**src/rtl/dirq_pkg.sv**
```systemverilog
package dirq_pkg;
  localparam int EVT_W      = 12;
  localparam int RSV_W      = 4;
  localparam int DB_W       = 16;
  localparam int REG_W      = DB_W + RSV_W + EVT_W;
  localparam int DB_LSB     = EVT_W + RSV_W;
  localparam int DEVINT_BIT = 11;
  localparam int SYSERR_BIT = 10;
  localparam int SWRST_BIT  = 7;

  typedef struct packed {
    logic             clearAll;
    logic [EVT_W-1:0] evtSet;
    logic [DB_W-1:0]  dbSet;
  } strobe_t;
endpackage

```
**src/rtl/dirq_ctrl.sv**
```systemverilog
module dirq_ctrl
  import dirq_pkg::*;
(
  input  logic                 hostMode,
  input  logic [EVT_W-1:0]     eventIn,
  input  logic                 swResetWr,
  input  logic                 hostRdEn,
  input  logic                 hostWrEn,
  input  logic [REG_W-1:0]     hostWrData,
  output strobe_t              strobes
);
  logic [EVT_W-1:0] evtGate;
  logic             unusedWrLow;

  // Host-only flags are gated by the mode, and the reset strobe joins its flag.
  for (genvar i = 0; i < EVT_W; i++) begin : g_gate
    if (i == DEVINT_BIT || i == SYSERR_BIT) begin : g_hostOnly
      assign evtGate[i] = eventIn[i] & hostMode;
    end else if (i == SWRST_BIT) begin : g_swrst
      assign evtGate[i] = eventIn[i] | swResetWr;
    end else begin : g_plain
      assign evtGate[i] = eventIn[i];
    end
  end

  assign unusedWrLow = ^hostWrData[DB_LSB-1:0];

  always_comb begin
    strobes.clearAll = hostRdEn;
    strobes.evtSet   = evtGate;
    strobes.dbSet    = hostWrEn ? hostWrData[REG_W-1:DB_LSB] : '0;
  end
endmodule

```
**src/rtl/dirq_datapath.sv**
```systemverilog
module dirq_datapath
  import dirq_pkg::*;
(
  input  logic             clk,
  input  logic             rstN,
  input  strobe_t          strobes,
  input  logic [REG_W-1:0] intMask,
  output logic [REG_W-1:0] statusWord,
  output logic             hostIrq,
  output logic             cpuIrq
);
  logic [EVT_W-1:0] evtQ;
  logic [DB_W-1:0]  dbQ;

  // The clear happens first and the set strobes are ORed in after it, so a new set is kept.
  always_ff @(posedge clk) begin
    if (!rstN) begin
      evtQ <= '0;
      dbQ  <= '0;
    end else begin
      evtQ <= (strobes.clearAll ? '0 : evtQ) | strobes.evtSet;
      dbQ  <= (strobes.clearAll ? '0 : dbQ)  | strobes.dbSet;
    end
  end

  assign statusWord = {dbQ, {RSV_W{1'b0}}, evtQ};
  assign hostIrq    = |(statusWord & ~intMask);
  assign cpuIrq     = |dbQ;
endmodule

```
**src/rtl/dual_irq_status.sv**
```systemverilog
module dual_irq_status
  import dirq_pkg::*;
(
  input  logic             clk,
  input  logic             rstN,
  input  logic             hostMode,
  input  logic [11:0]      eventIn,
  input  logic             swResetWr,
  input  logic             hostRdEn,
  input  logic             hostWrEn,
  input  logic [31:0]      hostWrData,
  input  logic [31:0]      intMask,
  output logic [31:0]      hostRdData,
  output logic             hostIrq,
  output logic             cpuIrq
);
  strobe_t strobes;

  dirq_ctrl u_ctrl (
    .hostMode   (hostMode),
    .eventIn    (eventIn),
    .swResetWr  (swResetWr),
    .hostRdEn   (hostRdEn),
    .hostWrEn   (hostWrEn),
    .hostWrData (hostWrData),
    .strobes    (strobes)
  );

  dirq_datapath u_dp (
    .clk        (clk),
    .rstN       (rstN),
    .strobes    (strobes),
    .intMask    (intMask),
    .statusWord (hostRdData),
    .hostIrq    (hostIrq),
    .cpuIrq     (cpuIrq)
  );
endmodule

```
**config.mk**
```make
export PLATFORM = sky130hd
export DESIGN_NAME = dual_irq_status
export DESIGN_NICKNAME = d
export VERILOG_FILES = /design/src/rtl/dirq_pkg.sv /design/src/rtl/dirq_ctrl.sv /design/src/rtl/dirq_datapath.sv /design/src/rtl/dual_irq_status.sv
export SDC_FILE = /design/constraint.sdc
export NUM_CORES = 1
export LEC_CHECK = 0
export BUFFER_PORTS_ARGS = -buffer_cell sky130_fd_sc_hd__buf_2
export CORE_MARGIN = 3
export CORE_UTILIZATION = 33
export CTS_CLUSTER_DIAMETER = 30
export DETAILED_ROUTE_END_ITERATION = 10
export GPL_TIMING_DRIVEN = 0
export PLACE_DENSITY = 0.73
export SYNTH_ARGS = -nofsm -noshare
export SYNTH_HDL_FRONTEND = slang
export SYNTH_SLANG_ARGS = --single-unit
export TNS_END_PERCENT = 5
```
**constraint.sdc**
```tcl
create_clock -name clk -period 0.9 [get_ports clk]
set_input_delay 0.18 -clock clk [delete_from_list [all_inputs] [get_ports clk]]
set_output_delay 0.18 -clock clk [all_outputs]
set_load 0.01 [all_outputs]
```
==> key figures, run 1 <==
Status
  – Status: finished with violations
  – Failing checks: setup timing

Synthesis
  – Post-synthesis sequential element count: 28
  – Synth cell types: 16
  – XOR/XNOR Fraction of Synth Area: 0%
  – Largest family of logic cells by synthesized area: compound AO/OA/AOI/OAI gates
  – Synthesized area: 1260 sq um
  – Simple-gate portion of the synthesized area: 18.4%
  – Multiplexer share of the synthesized area: 0%
  – Syn Inst Count: 147
  – Avg Inst Size Synth: 8.55 sq um
  – Adder-Cell Fraction of Synth Area: 0%
  – Syn. warnings: 0
  – Compound-gate portion of the synthesized area: 22.6%
  – Post-synthesis sequential area ratio: 44.6%

Timing
  – WHS: 0.130 ns
  – Unrepaired setup endpoints after global routing: yes
  – Final Max Slew Viols: 0
  – Final Hold Viols: 0
  – Final Skew: 0 ns
  – Fin crit share: 170%
  – Final Worst Setup Slack: -0.626 ns
  – Max Freq: 0.655 GHz
  – Setup Viol. Count Final: 30
  – Tmin final: 1.53 ns

Setup path
  – Crit path max fanout: 4
  – Worst Path Required: 0.72 ns
  – Worst setup path category: reg2out
  – Crit path arrival time: 1.35 ns
  – Crit. End Element: output pin
  – Crit path launch type: flop

Floorplanning
  – Die H: 67.7 microns
  – Initial Util: 35.9%
  – Core area: 3490 sq um
  – Ports: 116
  – Die X: 67.7 microns
  – Die Area: 4580 sq um
  – FP Rows: 21

Detailed routing
  – Vias per cell: 4.84
  – WL/cell: 14.2 microns
  – Via Count: 1447
  – Initial DRT Pass Iterations: 4
  – Detailed-route wire length: 4240 microns
  – DRT iter0 DRCs: 39
  – Drc violations: 0
  – Routed Antenna Nets: 0

Finish
  – Final std cells w/o fill: 299
  – Share of layout cells above drive strength 1: 64.0%
  – Layout-stage area growth over the synthesis result: 77.8%
  – Commonest non-fill, non-tap cells in the layout: buf_2 (63), buf_6 (34), nor2b_1 (28)
  – Final #Nets: 337
  – Utilization after layout: 63.9%
  – Diodes inserted: 0
  – Commonest non-fill, non-tap cell in the layout: buf_2
  – Fill count: 318

Clock tree
  – Num CTS Buffers: 3
  – Clk_lat worst skew: 0.27 ns
  – TritonCTS clock tree: yes
  – Max clock buf depth: 2
  – H-tree levels: 1
  – CTS Sinks: 28
  – Clock slew at reported path FFs: 0.09 ns
  – Clk root buf: clkbuf_8

GRT
  – Initial antenna violation count: 0
  – Grt ovf: 0
  – First-pass GRT wire length: 6430 microns
  – Largest net degree at the start of global routing: 15
  – Vias in the first global route: 1395
  – Global-route usage over all layers: 18.4%

Flow run
  – MaxCap Viol Count: 0

Power
  – Max VDD drop: 0.000582 V
  – Power density cells: 1250 nW/um^2
  – Clock share of power: 24.4%
  – Int Power: 2.03 mW
  – Net switching power: 763 uW
  – P_leak: 1.04 nW
  – Flop pwr share: 49.7%
  – Sw Share: 27.3%
  – Combinational Power Share: 25.9%
  – Power, Total: 2.79 mW

Placed design
  – Number of cells after detailed placement: 286
  – Worst slack at placement: -0.444 ns
  – IO Port Bufs: 90
  – Final HPWL DP: 3050 microns
  – GPL Wtd Cong: 0.802

Hold path
  – Hold Path Class: in2reg
==> power groups by stage <==
stage | sequential (mW) | clock, mW | combinational, mW
2_1_floorplan | 1.44 | 0 | 0.241
3_3_place_gp | 1.41 | 0 | 0.532
3_5_place_dp | 1.41 | 0 | 0.541
4_1_cts | 1.40 | 0.686 | 0.651
5_1_grt | 1.40 | 0.729 | 0.792
6_report | 1.39 | 0.681 | 0.724
==> timing repair <==
item,CTS,global route
gates cloned,0,0
hold buffers,0,0
resized for setup,61,27
endpoints found under the setup margin,30,30
pin swaps,4,5
buffers inserted,3,7
==> layout make-up <==
class	count	area (sq um)	share of cell area (%)
repair buffers	100	723	32.4
flip-flops and latches	28	628	28.1
multi-input cells	83	607	27.2
inverters	29	109	4.87
plain buffers	10	67.6	3.03
well taps	46	57.6	2.58
clock buffers	3	41.3	1.85
==> synthesized netlist by cell type (all sizes together) <==
master	count	area share [%]
a221oi	1	0.70
a211oi	1	0.60
a21oi	9	3.6
nor4	7	3.5
nor2b	28	14
conb	1	0.30
o22ai	13	7.0
nand4	2	1.0
dfxtp	28	45
buf	8	4.6
clkbuf	2	0.80
inv	29	8.7
a22oi	18	11
==> worst paths after layout <==
check                                   from            to  slack, ns  cells past startpoint
worst min register to register  u_dp.evtQ[8]  u_dp.evtQ[8]       0.54                      2
worst max register to register   u_dp.dbQ[1]   u_dp.dbQ[1]       0.09                      3
worst max-delay path             u_dp.dbQ[2]        cpuIrq      -0.63                      4
worst min-delay path              eventIn[1]  u_dp.evtQ[1]       0.13                      3
==> layer usage <==
| layer | track usage, % | up-vias | share of wire (%) |
|---|---|---|---|
| met4 | 4.05 | 0 | 0.75 |
| li1 | - | 716 | - |
| met2 | 31.8 | 63 | 50 |
| met1 | 23.6 | 663 | 41 |
| met3 | 3.33 | 5 | 8.4 |
| met5 | 0 | - | 0 |
==> logic make-up after synthesis <==
group,count (synthesis)
AOI/OAI and AO/OA,42
buffers and inverters,39
DFF,28
other,1
and+or+nand+nor,37
==> sequential cells by signal, indices dropped and copies added, names as in the netlist <==
| register | flops |
|---|---|
| u_dp.dbQ | 16 |
| u_dp.evtQ | 12 |
==> worst max-delay path, cell delays in order (launching register included) <==
cell and delay, ns:
dfxtp_4 0.36, buf_4 0.13, nor4_2 0.29, nand4_1 0.13, buf_2 0.16
==> stage by stage <==
step	TNS, ns	cell area [sq um]
floorplan	-0.201	1280
global placement	-0.760	1780
detailed placement	-0.824	1780
CTS	-2.26	2090
global route	-3.46	2230
finish	-2.65	2230
Note: power is estimated with default switching activity, not from simulation.
==> inputs of run 2 (changes only) <==
--- a/config.mk
+++ b/config.mk
@@ -12,6 +12,7 @@
 export DETAILED_ROUTE_END_ITERATION = 10
 export GPL_TIMING_DRIVEN = 0
 export PLACE_DENSITY = 0.73
+export SKIP_LAST_GASP = 1
 export SYNTH_ARGS = -nofsm -noshare
 export SYNTH_HDL_FRONTEND = slang
 export SYNTH_SLANG_ARGS = --single-unit
==> run 2 against run 1 <==
The run still ends with setup timing left. Clock-buffer cell count is the same. Critical path depth is the same. Combinational power shrank 16%. Worst setup slack gained 0.016 ns. Hold slack gained 0.0013 ns. Power shrank 4.8%. Fmax grew 1.0%. Largest cell class is now multi-input gates.
==> key figures, run 2 (synthesis gave the netlist of run 1 again) <==
GRT
  – Vias in the first global route: 1275 (-8.6%)
  – Initial antenna violation count: 0 (unchanged)
  – Grt ovf: 0 (unchanged)
  – Largest net degree at the start of global routing: 15 (unchanged)
  – First-pass GRT wire length: 5940 microns (-7.6%)
  – Global-route usage over all layers: 17.0% (-1.3 points)

Clock tree
  – Clk_lat worst skew: 0.27 ns (about the same)
  – Clock slew at reported path FFs: 0.09 ns (about the same)
  – Num CTS Buffers: 3 (unchanged)
  – CTS Sinks: 28 (unchanged)
  – Max clock buf depth: 2 (unchanged)
  – Clk root buf: clkbuf_8
  – TritonCTS clock tree: yes
  – H-tree levels: 1 (unchanged)
  – Hold Buf Count CTS: 0 (unchanged)

Finish
  – Reg with most FFs: u_dp.dbQ
  – Largest register FFs: 16 (unchanged)
  – Fill count: 366 (+15%)
  – Share of layout cells above drive strength 1: 57.4% (-6.6 points)
  – Commonest non-fill, non-tap cells in the layout: buf_2 (91), nor2b_1 (28), inv_1 (21)
  – Commonest non-fill, non-tap cell in the layout: buf_2
  – Diodes inserted: 0 (unchanged)
  – Layout-stage area growth over the synthesis result: 56.1%
  – Largest regs: u_dp.dbQ x16, u_dp.evtQ x12
  – Utilization after layout: 56.1% (-7.8 points)
  – Final #Nets: 333 (-1.2%)
  – Fin area: 1960 sq um (-12%)

Setup path
  – Crit path arrival time: 1.33 ns (-0.02 ns)
  – Critical path's top delay family: simple AND/OR/NAND/NOR gates
  – Critical-path top delay cell: dfxtp_4
  – Crit path max fanout: 4 (unchanged)
  – Worst Path Required: 0.72 ns (about the same)
  – Crit path cell chain: buf_4 -> nor4_2 -> nand4_1 -> buf_2
  – Worst setup path category: reg2out
  – CP bufs+invs: 2 (unchanged)
  – Reg2Reg Setup Slack: 0.07 ns (-0.02 ns)
  – CP peak stage delay: 0.36 ns (about the same)
  – Crit. End Element: output pin
  – CP startpoint: u_dp.dbQ[2]
  – Crit path launch type: flop
  – Reg2reg start: u_dp.dbQ[1]

Floorplanning
  – Die Area: 4580 sq um (unchanged)
  – Initial Util: 35.9% (unchanged)
  – Ports: 116 (unchanged)
  – Core area: 3490 sq um (unchanged)
  – Die X: 67.7 microns (unchanged)
  – FP Rows: 21 (unchanged)
  – Die H: 67.7 microns (unchanged)

Power
  – Sw Share: 27.1% (-0.22 points)
  – P_leak: 0.971 nW (-6.4%)
  – Net switching power: 721 uW (-5.6%)
  – Flop pwr share: 52.0% (+2.3 points)
  – Power density cells: 1360 nW/um^2 (+8.4%)
  – Clock share of power: 25.1% (+0.7 points)
  – Combinational Power Share: 22.9% (-3.0 points)
  – Max VDD drop: 0.000571 V (-1.9%)
  – Int Power: 1.94 mW (-4.6%)
  – Power, Total: 2.66 mW (-4.8%)

Detailed routing
  – Initial DRT Pass Iterations: 4 (unchanged)
  – Via Count: 1394 (-3.7%)
  – DRT iter0 DRCs: 50 (+28%)
  – Detailed-route wire length: 3950 microns (-6.9%)
  – Vias per cell: 4.73 (-2.4%)
  – WL/cell: 13.4 microns (-5.6%)
  – Drc violations: 0 (unchanged)
  – Routed Antenna Nets: 0 (unchanged)

Timing
  – Setup TNS Final: -3.00 ns (-0.353 ns)
  – Final Max Slew Viols: 0 (unchanged)
  – Max Freq: 0.662 GHz (+1.0%)
  – Tmin final: 1.51 ns (-0.0155 ns)
  – Unrepaired setup endpoints after global routing: yes
  – Fin crit share: 168% (-1.7 points)
  – Setup Viol. Count Final: 30 (unchanged)
  – Final Skew: 0 ns (unchanged)
  – Final Worst Setup Slack: -0.611 ns (+0.0155 ns)
  – Final Hold Viols: 0 (unchanged)

Placed design
  – GPL Wtd Cong: 0.802 (unchanged)
  – DP Area: 1780 sq um (unchanged)
  – IO Port Bufs: 90 (unchanged)
  – Worst slack at placement: -0.444 ns (unchanged)
  – Final HPWL DP: 3050 microns (unchanged)

Flow run
  – MaxCap Viol Count: 0 (unchanged)

Status
  – Status: finished with violations
  – Failing checks: setup timing

Hold path
  – Hold Path Class: in2reg
  – Worst Hold Launch: eventIn[3]
## run 2: changes by cell type in the layout (fill, tap and decap cells not counted), sizes merged
cell / change
buf: -4
## run 2: final timing paths
path                        to  depth (start not counted)
setup / recovery        cpuIrq                          4
hold / removal    u_dp.evtQ[3]                          3
setup reg to reg   u_dp.dbQ[1]                          3
hold reg to reg   u_dp.evtQ[9]                          2
## run 2: area by class of cell
class / count / area [sq um] / area share, %
inverters: 29 / 111 / 5.68
repair buffers: 96 / 495 / 25.3
flip-flops and latches: 28 / 587 / 29.9
plain buffers: 10 / 67.6 / 3.45
clock buffers: 3 / 41.3 / 2.11
well taps: 46 / 57.6 / 2.94
multi-input cells: 83 / 601 / 30.6
## run 2: timing repair
| item | 4_1_cts | 5_1_grt |
|---|---|---|
| hold endpoints to repair | 0 | 0 |
| resized for setup | 8 | 22 |
| endpoints found under the setup margin | 30 | 30 |
| pin swaps | 4 | 5 |
| buffers inserted | 3 | 3 |
| cloned | 0 | 0 |
## run 2: power groups by stage
| stage | Clock (mW) | Combinational, mW | Sequential [mW] |
|---|---|---|---|
| detailed placement | 0 | 0.541 | 1.41 |
| floorplan | 0 | 0.241 | 1.44 |
| global placement | 0 | 0.532 | 1.41 |
| CTS | 0.687 | 0.571 | 1.38 |
| global route | 0.728 | 0.674 | 1.40 |
| finish | 0.667 | 0.609 | 1.38 |
## run 2: tightest hold or removal path, stage by stage
cell and delay, ns:
buf_2 0.07, a21oi_1 0.03, nor2b_1 0.08
## run 2: routing by layer
layer	vias to the layer above	global-route usage, %	share of wire, %
li1	703	-	-
met1	625	22.1	43
met2	62	28.9	46
met3	4	3.33	9.5
met4	0	4.05	0.68
met5	-	0	0
## run 2: metrics by stage
step	hold WS, ns	std cells
after floorplan	0.308	150
after global placement	0.404	286
after detailed placement	0.413	286
after CTS	0.132	292
after global routing	0.137	295
final	0.131	295
==> inputs of run 3 (changes only) <==
--- a/config.mk
+++ b/config.mk
@@ -5,15 +5,17 @@
 export SDC_FILE = /design/constraint.sdc
 export NUM_CORES = 1
 export LEC_CHECK = 0
+export ABC_AREA = 1
 export BUFFER_PORTS_ARGS = -buffer_cell sky130_fd_sc_hd__buf_2
 export CORE_MARGIN = 3
-export CORE_UTILIZATION = 33
+export CORE_UTILIZATION = 37
 export CTS_CLUSTER_DIAMETER = 30
 export DETAILED_ROUTE_END_ITERATION = 10
 export GPL_TIMING_DRIVEN = 0
-export PLACE_DENSITY = 0.73
+export PLACE_DENSITY = 0.74
 export SKIP_LAST_GASP = 1
 export SYNTH_ARGS = -nofsm -noshare
 export SYNTH_HDL_FRONTEND = slang
+export SYNTH_HIERARCHICAL = 1
 export SYNTH_SLANG_ARGS = --single-unit
 export TNS_END_PERCENT = 5
==> run 3 against run 2 <==
Largest cell class unchanged. Worst setup slack better by 0.074 ns. First-iteration DRC count down 20%. Clock power up 38%. Via count up 16%. Synthesized cell count up 61%. The run still ends with setup timing left. Clock skew unchanged. Sequential power about the same. Critical path type unchanged. Critical path depth up 3. Power up 13%.
==> key figures, run 3 <==
Flow run
  – MaxCap Viol Count: 0 (unchanged)

Hold path
  – Worst Hold End: u_dp/evtQ[0]
  – Hold Path Class: in2reg
  – Worst Hold Launch: eventIn[0]
  – Hold path cells: 3 (unchanged)

Setup path
  – Crit. End Element: output pin
  – Crit path launch type: flop
  – Reg2Reg Capture Point: u_dp/dbQ[1]
  – Crit path arrival time: 1.26 ns (-0.07 ns)
  – Worst Path Required: 0.72 ns (about the same)
  – CP peak stage delay: 0.37 ns (about the same)
  – Critical-path top delay cell: dfxtp_4
  – Reg2reg start: u_dp/dbQ[1]
  – Reg2Reg Depth: 3 (unchanged)
  – Worst setup path category: reg2out
  – Crit path cell chain: nand2_2 -> nand2_2 -> nor2_1 -> nand2_1 -> nor2_2 -> nand2_1 -> buf_6
  – Reg2Reg Setup Slack: 0.13 ns (+0.06 ns)
  – Crit path max fanout: 4 (unchanged)

Clock tree
  – TritonCTS clock tree: yes
  – Clk_lat worst skew: 0.28 ns (about the same)
  – Clock slew at reported path FFs: 0.10 ns (about the same)
  – Hold Buf Count CTS: 0 (unchanged)
  – Num CTS Buffers: 3 (unchanged)
  – Max clock buf depth: 2 (unchanged)
  – H-tree levels: 1 (unchanged)
  – CTS Sinks: 28 (unchanged)
  – Clk root buf: clkbuf_8

Floorplanning
  – Die Area: 5130 sq um (+12%)
  – Ports: 116 (unchanged)
  – Initial Util: 39.0% (+3.0 points)
  – FP Rows: 23 (+9.5%)
  – Die H: 71.6 microns (+5.8%)
  – Core area: 4090 sq um (+17%)
  – Die X: 71.6 microns (+5.8%)

GRT
  – Vias in the first global route: 1502 (+18%)
  – First-pass GRT wire length: 6350 microns (+7.0%)
  – Global-route usage over all layers: 15.4% (-1.6 points)
  – Grt ovf: 0 (unchanged)
  – Initial antenna violation count: 0 (unchanged)
  – Largest net degree at the start of global routing: 17 (+2)

Finish
  – Diodes inserted: 0 (unchanged)
  – Final std cells w/o fill: 381 (+29%)
  – Final #Nets: 414 (+24%)
  – Commonest non-fill, non-tap cell in the layout: buf_2
  – Fill count: 418 (+14%)
  – Share of layout cells above drive strength 1: 54.4% (-3.0 points)
  – Commonest non-fill, non-tap cells in the layout: buf_2 (81), inv_1 (50), nand2_1 (46)
  – Largest register FFs: 16 (unchanged)
  – Largest regs: u_dp/dbQ x16, u_dp/evtQ x12
  – Reg with most FFs: u_dp/dbQ
  – Layout-stage area growth over the synthesis result: 43.6%

Placed design
  – GPL Wtd Cong: 0.719 (-10%)
  – Number of cells after detailed placement: 369 (+29%)
  – Final HPWL DP: 3150 microns (+3.3%)
  – IO Port Bufs: 80 (-11%)

Timing
  – Final Worst Setup Slack: -0.536 ns (+0.0744 ns)
  – Final Skew: 0 ns (unchanged)
  – Max Freq: 0.696 GHz (+5.2%)
  – Unrepaired setup endpoints after global routing: yes
  – Setup Viol. Count Final: 30 (unchanged)
  – Final Max Slew Viols: 0 (unchanged)
  – Final Hold Viols: 0 (unchanged)
  – Tmin final: 1.44 ns (-0.0744 ns)
  – Fin crit share: 160% (-8.3 points)

Detailed routing
  – Detailed-route wire length: 4070 microns (+2.9%)
  – Via Count: 1615 (+16%)
  – Drc violations: 0 (unchanged)
  – WL/cell: 10.7 microns (-20%)
  – Routed Antenna Nets: 0 (unchanged)
  – DRT iter0 DRCs: 40 (-20%)
  – Vias per cell: 4.24 (-10%)
  – Initial DRT Pass Iterations: 4 (unchanged)

Synthesis
  – Post-synthesis sequential element count: 28 (unchanged)
  – Leading area contributor after synthesis: dfxtp_1
  – Commonest cells post-synth: nand2_1 (55), inv_1 (50), nor2_1 (40)
  – Post-synthesis sequential area ratio: 35.2% (-9.4 points)
  – Async SR Flop Fraction: 0% (unchanged)
  – Avg Inst Size Synth: 6.75 sq um (-21%)
  – Synthesized area: 1590 sq um (+27%)
  – Synth cell types: 19 (+3)
  – Largest cells by area after synthesis: dfxtp_1 (35%), nand2_1 (13%), inv_1 (12%)
  – Syn Inst Count: 236 (+61%)
  – Most common cell in the netlist: nand2_1
  – Syn. warnings: 6 (+6)
  – Top FF cell, synth: dfxtp_1
  – Post-synth EDFFs: 0 (unchanged)
  – Post-synth top area share: 35.2% (-9.4 points)

Power
  – Flop pwr share: 46.2% (-5.8 points)
  – P_leak: 1.38 nW (+42%)
  – Power density cells: 1310 nW/um^2 (-3.2%)
  – Combinational Power Share: 23.3% (+0.4 points)
  – Int Power: 2.16 mW (+11%)
  – Max VDD drop: 0.000596 V (+4.4%)
  – Power, Total: 3.00 mW (+13%)
  – Net switching power: 844 uW (+17%)
  – Sw Share: 28.1% (+1.0 points)
  – Clock share of power: 30.6% (+5.5 points)

Status
  – Status: finished with violations
  – Failing checks: setup timing
[run 3: power by group through the flow]
stage               sequential [mW]  clock, mW  combinational (mW)
detailed placement             1.43          0               0.648
CTS                            1.40      0.938               0.651
global placement               1.43          0               0.635
global route                   1.40      0.986               0.780
floorplan                      1.46          0               0.366
finish                         1.39      0.918               0.698
[run 3: cell type report]
type                       instances  area (sq um)  area share, %
buffer                            20           186           8.15
timing repair buffer              88           467           20.4
tap                               50          62.6           2.74
multi-input combinational        139           692           30.3
inverter                          52           198           8.64
clock buffer                       4          66.3           2.90
sequential                        28           616           26.9
[run 3: worst max-delay path by stage]
stage	from	to	cells past startpoint
detailed placement	u_dp/dbQ[7]	hostIrq	7
global route	u_dp/dbQ[9]	hostIrq	7
CTS	u_dp/dbQ[7]	hostIrq	7
global placement	u_dp/dbQ[7]	hostIrq	7
floorplan	u_dp/dbQ[13]	cpuIrq	2
finish	u_dp/dbQ[11]	hostIrq	7
[run 3: timing repair]
item | in CTS | in global routing
gates resized for setup | 0 | 22
endpoints found under the setup margin | 30 | 30
buffers inserted | 0 | 8
hold endpoints to repair | 0 | 0
pin swaps | 0 | 13
[run 3: critical path: cells and delay by family (launching register included)]
kind / cells / cell delay [ns]
buffers and inverters: 1 / 0.12
and+or+nand+nor: 6 / 0.49
DFF: 1 / 0.37
[run 3: cell families (layout without fill, tap and decap cells)]
group	count (synthesis)	after routing	synth area share, %
AO/OA/AOI/OAI	31	31	14.5
buffers and inverters	72	164	24.1
flip-flops	28	28	35.2
other	1	4	0.235
AND/OR/NAND/NOR	104	104	26.0
[run 3: through the flow]
step | instance area (sq um) | utilization [%] | setup TNS [ns] | hold slack [ns] | setup slack [ns]
floorplan | 1640 | - | -0.0366 | 0.347 | -0.0192
global placement | 2100 | 51.5 | -0.401 | 0.381 | -0.228
detailed placement | 2100 | 51.5 | -0.390 | 0.393 | -0.217
CTS | 2170 | 53.1 | -3.00 | 0.0948 | -0.548
global route | 2290 | 56.0 | -3.93 | 0.0932 | -0.653
finish | 2290 | 56.0 | -2.79 | 0.0936 | -0.536
[run 3: routing by layer]
| layer | wire (microns) | up-vias | track usage, % |
|---|---|---|---|
| met5 | 0 | - | 0 |
| met4 | 56 | 0 | 5.64 |
| met3 | 348 | 7 | 3.79 |
| met2 | 1960 | 69 | 27.9 |
| met1 | 1700 | 676 | 17.4 |
| li1 | - | 863 | - |
